### src/rtl/nvm_pkg.sv
package nvm_pkg;
  localparam logic [1:0] OP_SPECIAL = 2'b00;
  localparam logic [1:0] OP_WRITE   = 2'b01;
  localparam logic [1:0] OP_READ    = 2'b10;
  localparam logic [1:0] OP_ERASE   = 2'b11;

  localparam logic [1:0] SUB_LOCK   = 2'b00;
  localparam logic [1:0] SUB_FILL   = 2'b01;
  localparam logic [1:0] SUB_CLEAR  = 2'b10;
  localparam logic [1:0] SUB_UNLOCK = 2'b11;

  typedef enum logic [2:0] {
    ACT_NONE,
    ACT_CLEAR_ALL,
    ACT_FILL_ALL,
    ACT_ERASE_WORD,
    ACT_WRITE_WORD
  } act_e;
endpackage

### src/rtl/nvm_pin_edge.sv
module nvm_pin_edge #(
  parameter int N = 2
) (
  input  logic         clk,
  input  logic         rst,
  input  logic [N-1:0] pin_i,
  output logic [N-1:0] level_o,
  output logic [N-1:0] rise_o,
  output logic [N-1:0] fall_o
);
  logic [N-1:0] cur_q;
  logic [N-1:0] prev_q;

  always_ff @(posedge clk) begin
    if (rst) begin
      cur_q  <= '0;
      prev_q <= '0;
    end else begin
      cur_q  <= pin_i;
      prev_q <= cur_q;
    end
  end

  assign level_o = cur_q;
  assign rise_o  = cur_q & ~prev_q;
  assign fall_o  = ~cur_q & prev_q;
endmodule

### src/rtl/nvm_word_store.sv
module nvm_word_store
  import nvm_pkg::*;
#(
  parameter int          WORDS        = 64,
  parameter int          DW           = 16,
  parameter logic [15:0] INIT_PATTERN = 16'hA5C3,
  localparam int         IW           = $clog2(WORDS)
) (
  input  logic          clk,
  input  logic          rst,
  input  act_e          act_i,
  input  logic [IW-1:0] act_idx_i,
  input  logic [DW-1:0] act_data_i,
  input  logic [IW-1:0] rd_idx_i,
  output logic [DW-1:0] rd_data_o
);
  logic [DW-1:0] words [WORDS];

  for (genvar k = 0; k < WORDS; k++) begin : g_word
    localparam logic [7:0]    K8   = 8'(k);
    localparam logic [DW-1:0] INIT = DW'(INIT_PATTERN ^ {K8, K8});
    logic          hit;
    logic [DW-1:0] cell_q;

    assign hit = (act_idx_i == IW'(k));

    always_ff @(posedge clk) begin
      if (rst) begin
        cell_q <= INIT;
      end else begin
        case (act_i)
          ACT_CLEAR_ALL:  cell_q <= '1;
          ACT_FILL_ALL:   cell_q <= cell_q & act_data_i;
          ACT_ERASE_WORD: if (hit) cell_q <= '1;
          ACT_WRITE_WORD: if (hit) cell_q <= cell_q & act_data_i;
          default:        cell_q <= cell_q;
        endcase
      end
    end

    assign words[k] = cell_q;
  end

  assign rd_data_o = words[rd_idx_i];

  AST_WRITE_ONLY_CLEARS: assert property (@(posedge clk) disable iff (rst)
    (act_i == ACT_WRITE_WORD) |=> ((words[$past(act_idx_i)] & ~$past(words[act_idx_i])) == '0));
  AST_ERASE_SETS_ONES: assert property (@(posedge clk) disable iff (rst)
    (act_i == ACT_ERASE_WORD) |=> (words[$past(act_idx_i)] == '1));
endmodule

### src/rtl/nvm_frame_ctl.sv
module nvm_frame_ctl
  import nvm_pkg::*;
#(
  parameter int AW = 6,
  parameter int IW = 6,
  parameter int DW = 16
) (
  input  logic          clk,
  input  logic          rst,
  input  logic          sel_rise_i,
  input  logic          sel_fall_i,
  input  logic          clk_rise_i,
  input  logic          din_i,
  input  logic [DW-1:0] rd_data_i,
  output logic [IW-1:0] rd_idx_o,
  output act_e          act_o,
  output logic [IW-1:0] act_idx_o,
  output logic [DW-1:0] act_data_o,
  output logic          dout_o
);
  localparam int HDR     = 4;
  localparam int ADR_END = HDR + AW;
  localparam int LAST    = ADR_END + DW;
  localparam int TW      = $clog2(LAST + 1);

  logic [TW-1:0] tick_q;
  logic [1:0]    op_q;
  logic [AW-1:0] addr_q;
  logic [DW-1:0] data_q;
  logic          unlocked_q;
  logic          dout_q;

  logic [AW-1:0] addr_shift;
  logic [1:0]    sub_now;
  logic [1:0]    sub_next;

  assign addr_shift = {addr_q[AW-2:0], din_i};
  assign sub_now    = addr_q[AW-1 -: 2];
  assign sub_next   = addr_shift[AW-1 -: 2];
  assign rd_idx_o   = addr_shift[IW-1:0];

  always_comb begin
    act_o = ACT_NONE;
    if (sel_fall_i && unlocked_q) begin
      if (op_q == OP_SPECIAL && sub_now == SUB_CLEAR) begin
        act_o = ACT_CLEAR_ALL;
      end else if (op_q == OP_ERASE) begin
        act_o = ACT_ERASE_WORD;
      end else if (tick_q == TW'(LAST)) begin
        if (op_q == OP_WRITE) begin
          act_o = ACT_WRITE_WORD;
        end else if (op_q == OP_SPECIAL && sub_now == SUB_FILL) begin
          act_o = ACT_FILL_ALL;
        end
      end
    end
  end

  assign act_idx_o  = addr_q[IW-1:0];
  assign act_data_o = data_q;

  always_ff @(posedge clk) begin
    if (rst) begin
      tick_q     <= '0;
      op_q       <= '0;
      addr_q     <= '0;
      data_q     <= '0;
      unlocked_q <= 1'b0;
      dout_q     <= 1'b1;
    end else if (sel_rise_i) begin
      tick_q <= '0;
      op_q   <= '0;
      addr_q <= '0;
    end else if (sel_fall_i) begin
      dout_q <= 1'b1;
    end else if (clk_rise_i) begin
      if (tick_q == '0) begin
        tick_q <= din_i ? TW'(2) : TW'(1);
      end else if (tick_q == TW'(1)) begin
        if (din_i) tick_q <= TW'(2);
      end else if (tick_q < TW'(HDR)) begin
        tick_q <= tick_q + 1'b1;
        op_q   <= {op_q[0], din_i};
      end else if (tick_q < TW'(ADR_END)) begin
        tick_q <= tick_q + 1'b1;
        addr_q <= addr_shift;
        if (tick_q == TW'(ADR_END - 1)) begin
          if (op_q == OP_READ) dout_q <= 1'b0;
          if (op_q == OP_SPECIAL) begin
            if (sub_next == SUB_LOCK)   unlocked_q <= 1'b0;
            if (sub_next == SUB_UNLOCK) unlocked_q <= 1'b1;
          end else begin
            data_q <= rd_data_i;
          end
        end
      end else if (tick_q < TW'(LAST)) begin
        tick_q <= tick_q + 1'b1;
        if (op_q == OP_READ) dout_q <= data_q[DW-1];
        data_q <= {data_q[DW-2:0], din_i};
      end
    end
  end

  assign dout_o = dout_q;

  AST_TICK_LIMIT: assert property (@(posedge clk) disable iff (rst)
    tick_q <= TW'(LAST));
  AST_LOW_ONLY_READ: assert property (@(posedge clk) disable iff (rst)
    !dout_q |-> (op_q == OP_READ));
  AST_LOCK_SOURCE: assert property (@(posedge clk) disable iff (rst)
    (unlocked_q != $past(unlocked_q)) |-> $past(clk_rise_i && op_q == OP_SPECIAL));
  AST_HIGH_AFTER_RELEASE: assert property (@(posedge clk) disable iff (rst)
    sel_fall_i |=> dout_q);
endmodule

### src/rtl/uwire_nvm.sv
module uwire_nvm
  import nvm_pkg::*;
#(
  parameter int          WORDS        = 64,
  parameter logic [15:0] INIT_PATTERN = 16'hA5C3
) (
  input  logic clk,
  input  logic rst,
  input  logic sel_i,
  input  logic sclk_i,
  input  logic sdi_i,
  output logic sdo_o
);
  localparam int DW = 16;
  localparam int AW = (WORDS <= 64) ? 6 : 8;
  localparam int IW = $clog2(WORDS);

  logic [2:0]    lvl, rise, fall;
  logic          clk_rise;
  act_e          act;
  logic [IW-1:0] act_idx, rd_idx;
  logic [DW-1:0] act_data, rd_data;
  logic          unused_edges;

  nvm_pin_edge #(.N(3)) u_edge (
    .clk     (clk),
    .rst     (rst),
    .pin_i   ({sdi_i, sclk_i, sel_i}),
    .level_o (lvl),
    .rise_o  (rise),
    .fall_o  (fall)
  );

  assign clk_rise     = rise[1] & lvl[0];
  assign unused_edges = ^{rise[2], fall[2], fall[1]};

  nvm_frame_ctl #(.AW(AW), .IW(IW), .DW(DW)) u_ctl (
    .clk        (clk),
    .rst        (rst),
    .sel_rise_i (rise[0]),
    .sel_fall_i (fall[0]),
    .clk_rise_i (clk_rise),
    .din_i      (lvl[2]),
    .rd_data_i  (rd_data),
    .rd_idx_o   (rd_idx),
    .act_o      (act),
    .act_idx_o  (act_idx),
    .act_data_o (act_data),
    .dout_o     (sdo_o)
  );

  nvm_word_store #(.WORDS(WORDS), .DW(DW), .INIT_PATTERN(INIT_PATTERN)) u_store (
    .clk        (clk),
    .rst        (rst),
    .act_i      (act),
    .act_idx_i  (act_idx),
    .act_data_i (act_data),
    .rd_idx_i   (rd_idx),
    .rd_data_o  (rd_data)
  );

  AST_ACT_ON_RELEASE: assert property (@(posedge clk) disable iff (rst)
    (act != ACT_NONE) |-> fall[0]);
endmodule

### config.mk
export PLATFORM = sky130hd
export DESIGN_NAME = uwire_nvm
export DESIGN_NICKNAME = d
export VERILOG_FILES = /design/src/rtl/nvm_pkg.sv /design/src/rtl/nvm_pin_edge.sv /design/src/rtl/nvm_word_store.sv /design/src/rtl/nvm_frame_ctl.sv /design/src/rtl/uwire_nvm.sv
export SDC_FILE = /design/constraint.sdc
export NUM_CORES = 2
export LEC_CHECK = 0
export BUFFER_PORTS_ARGS = -buffer_cell sky130_fd_sc_hd__buf_2
export CAP_MARGIN = 20
export CORE_AREA = 5 5 294 296
export CTS_BUF_LIST = sky130_fd_sc_hd__clkbuf_8 sky130_fd_sc_hd__clkbuf_16
export DETAILED_ROUTE_END_ITERATION = 10
export DIE_AREA = 0 0 299 301
export PLACE_DENSITY = 0.74
export SYNTH_ARGS = -nofsm -noshare
export SYNTH_HDL_FRONTEND = slang
export SYNTH_SLANG_ARGS = --single-unit
### constraint.sdc
create_clock -name clk -period 2.7 [get_ports clk]
set_input_delay 0.27 -clock clk [delete_from_list [all_inputs] [get_ports clk]]
set_output_delay 0.27 -clock clk [all_outputs]
set_load 0.01 [all_outputs]
==> metrics.sh <==
CRITICALPATHCATEGORY='flip-flop to flip-flop'
LEAKAGE_nW=17.0
HOLD-WORST-SLACK_PS=59.1
GR-TOTAL-OVERFLOW=0
SWITCHING_POWER_SUMMED_OVER_ALL_NETS_mW=7.00
SYNTH_WARNINGS=0
CRITICAL_PATH_DATA_REQUIRED_TIME_PS=3260
SYNTH_SIMPLE_GATE_AREA_SHARE_PCT=10.7
TIMING.MAX_CAP.VIOLATIONS=0
MAXCLOCKFREQUENCY_MHz=377
WORSTMARGINPINSLEW_PS=1180
REPORT.FINAL.SETUP_VIOL=0
TOTALWIRELENGTH_UM=162000
ANTENNA_FOUND_INITIAL=2
SYNTH.FF_LATCH_COUNT=1060
SYNTH-ADDER-AREA-SHARE_PCT=0.151
POSTLAYOUTSETUPSLACKWORST_PS=48.6
P_SEQ_SHARE_PCT=49.1
SYNTH_TOP_FAMILY_BY_AREA='compound AO/OA/AOI/OAI gates'
INITIAL_CORE_UTIL_PCT=59.6
COREAREA_MM2=0.0833
CTS_INSERTED_BUFFERS=108
SHARE_OF_THE_SYNTHESIZED_AREA_IN_COMPOUND_GATES_AO_OA_AOI_OAI_PCT=28.3
CLOCK_TREE_FROM_TRITONCTS='yes'
GRT_PASS1_VIAS=40600
MOST_COMMON_CELL_AFTER_LAYOUT_FILL_AND_TAPS_ASIDE='dfxtp_1'
GRT_USAGE_PCT=34.2
SYNTH_ASYNC_SR_FLOP_SHARE_PCT=0
START_KIND='flip-flop'
SYNTH_SEQUENTIAL_AREA_RATIO_PCT=42.8
HOLD_VIOL=0
YS_TYPES=61
MAX_SLEW_MARGIN_PCT=20.5
CLOCK-ROOT-BUFFER='clkbuf_16'
FINAL.SETUP_SKEW_PS=36.7
FINAL_CELL_MIX='dfxtp_1 (1042), o41ai_1 (1037), nand2_1 (611)'
CP-END-KIND='flip-flop'
ROUTE.DETAILED.WL_PER_INST_UM=28.6
BUFFER_PORTS.INSERTED=5
DIE_AREA_MM2=0.0900
NUMBER_OF_NETS_IN_THE_FINAL_LAYOUT=4527
SHARE_OF_POST_ROUTE_CELLS_WITH_DRIVE_STRENGTH_ABOVE_1_PCT=21.8
CLK_PATH_BUF_DEPTH=3
SYNTH_XOR_AREA_SHARE_PCT=0.0177
HOLDCRITPATHCLASS='input pin to flip-flop'
CLK-INSERTION-DELAY-LATE_PS=710
P_CLK_SHARE_PCT=48.3
RSZ0062_AT_GRT='yes'
LENGTH_OF_THE_FIRST_DETAILED_ROUTING_PASS_IN_ITERATIONS=6
MAX-VDD-IR-DROP_mV=0.535
WORSTPATHMAXFANOUT=12
GRT_PASS1_WL_UM=247000
IOS=6
DRV_SLEW=0
CLOCK_SINK_COUNT=1060
DRT-INITIAL-DRC-COUNT=6652
TOTAL_POWER_mW=31.9
SYNTHCELLS=4748
AVGSYNTHCELLAREA_UM2=10.5
DIE-WIDTH_UM=299
LARGEST_NET_DEGREE_AT_THE_START_OF_GLOBAL_ROUTING=165
PERIOD_NEEDED_PS=2650
COUNT_OF_FLIP_FLOPS_WITH_A_BUILT_IN_ENABLE_AFTER_SYNTHESIS=0
DIE_H_UM=301
NUM_VIAS=43623
CTS_HTREE_LEVELS=3
ANTENNA-DIODE-COUNT=0
SYNTH-MAIN-FF-CELL='dfxtp_1'
P_COMB_SHARE_PCT=2.6
PLACE.DETAILED.HPWL_UM=98000
CTS.REPORTEDPATHS.CLKPINSLEW_PS=60
POST_DETAILED_ROUTE_VIA_TO_CELL_RATIO=7.68
CRIT_ARRIVAL_PS=3210
RUN_STATUS='completed'
NETLIST_AREA_MM2=0.0496
SYNTHESIS.NETS=4759
PLACEMENT.SETUP.WORST_SLACK_PS=-61.5
FINAL_UTIL_PCT=66.7
FINALCRITPERIODSHARE_PCT=98.2
DETAIL_ROUTE_ANTENNA_NETS=0
INTERNAL_POWER_mW=24.9
PWR_DENSITY_CELL_mW_PER_MM2=574
SYNTH_MUX_AREA_SHARE_PCT=11.8
STD_CELL_ROWS=106
DRCVIOLATIONCOUNT=0
GPL.FINAL_WEIGHTED_CONGESTION=0.918
AREAGROWTHSYNTHTOFINISH_PCT=11.9
SWITCHING_FRACTION_PCT=22.0
==> worst max-delay path, stage by stage (launching register included) <==
cell and delay (ps):
dfxtp_4 440, buf_16 210, buf_12 170, mux4_2 540, a22oi_1 420, a21oi_1 250
o41ai_1 310, a311oi_1 140
==> kinds of logic (layout without fill, tap and decap cells) <==
kind of cell,after synthesis,count (layout)
xor+xnor,1,1
mux,267,267
simple gates,940,940
compound gates,1780,1780
flops,1060,1060
buf+inv,694,547
fa+ha+maj,6,6
==> what timing repair did <==
| item | CTS | global route |
|---|---|---|
| buffers inserted | 0 | 6 |
| resized for setup | 5 | 25 |
| endpoints found under the setup margin | 5 | 119 |
| gates cloned | 0 | 4 |
| hold buffers | 3 | 0 |
| pin swaps | 0 | 1 |
| hold endpoints to repair | 3 | 0 |
==> routing by layer <==
metal | GRT usage (%) | routed length (µm) | vias to the layer above
met4 | 15.7 | 8130 | 2
met2 | 52.0 | 73000 | 2833
met1 | 46.5 | 63000 | 21421
li1 | - | - | 18864
met3 | 8.41 | 18300 | 503
met5 | 0 | 13 | -
==> layout make-up <==
cell class / count / area [µm²]
multi-input combinational: 2994 / 25500
timing repair buffer: 344 / 3700
fill: 6250 / 27800
clock inverter: 69 / 664
tap: 1080 / 1350
inverter: 8 / 35.0
sequential: 1060 / 21300
clock buffer: 126 / 2980
==> state kept, by name, indices dropped and copies added, names as in the netlist <==
| signal | count |
|---|---|
| u_edge.level_o | 3 |
| u_ctl.dout_o | 1 |
| u_ctl.act_data_o | 16 |
| u_store.g_word.cell_q | 1024 |
| u_ctl.tick_q | 5 |
| u_ctl.unlocked_q | 1 |
| u_edge.prev_q | 2 |
| u_ctl.act_idx_o | 6 |
| u_ctl.op_q | 2 |
==> power by group through the flow <==
stage / sequential (mW) / combinational (mW) / clock, mW
after detailed placement: 16.0 / 0.789 / 0
final: 15.6 / 0.837 / 15.4
after global routing: 15.6 / 0.872 / 16.2
after CTS: 15.6 / 0.794 / 15.5
after global placement: 16.0 / 0.786 / 0
after floorplan: 16.0 / 0.492 / 0
==> synth_stat cells, drive strengths merged (2+ instances only) <==
cell | number | share of area [%]
a22oi | 128 | 1.9
nor2b | 10 | 0.13
nor4b | 2 | 0.048
nand3 | 5 | 0.050
buf | 290 | 3.2
clkbuf | 396 | 3.0
o211ai | 2 | 0.030
or2 | 4 | 0.050
and4 | 16 | 0.28
nand2b | 5 | 0.063
nand4b | 4 | 0.071
dfxtp | 1060 | 43
a21oi | 514 | 5.2
o21a | 2 | 0.030
nand2 | 612 | 4.6
or4b | 2 | 0.040
nor4 | 52 | 2.1
or4 | 48 | 0.92
inv | 7 | 0.053
a311oi | 16 | 0.28
nor3 | 3 | 0.030
nor2 | 82 | 0.62
mux4 | 256 | 12
mux2i | 10 | 0.20
a41oi | 65 | 2.2
o41ai | 1042 | 18
nand4 | 82 | 1.4
and2 | 2 | 0.025
ha | 6 | 0.15
nand4bb | 6 | 0.14
==> path summary, 6_finish.rpt <==
check	start	end	slack (ps)	depth (start not counted)
setup reg to reg	u_edge.level_o[2]$_SDFF_PP0_	u_ctl.act_data_o[15]$_SDFFE_PP0P_	50	7
setup / recovery	u_edge.level_o[2]$_SDFF_PP0_	u_ctl.act_data_o[15]$_SDFFE_PP0P_	50	7
hold / removal	rst	u_ctl.unlocked_q$_SDFFE_PP0P_	60	2
hold reg to reg	u_store.g_word[54].cell_q[8]$_SDFFE_PP1P_	u_store.g_word[54].cell_q[8]$_SDFFE_PP1P_	450	2
==> metrics by stage <==
step	cells	TNS [ps]	area (µm²)
after floorplan	4748	0	49600
after global placement	5471	-154	51500
after detailed placement	5471	-133	51500
after CTS	5669	0	55200
after global routing	5681	-276	55500
final	5681	0	55500
No activity file was read; power rests on OpenSTA's default activity.
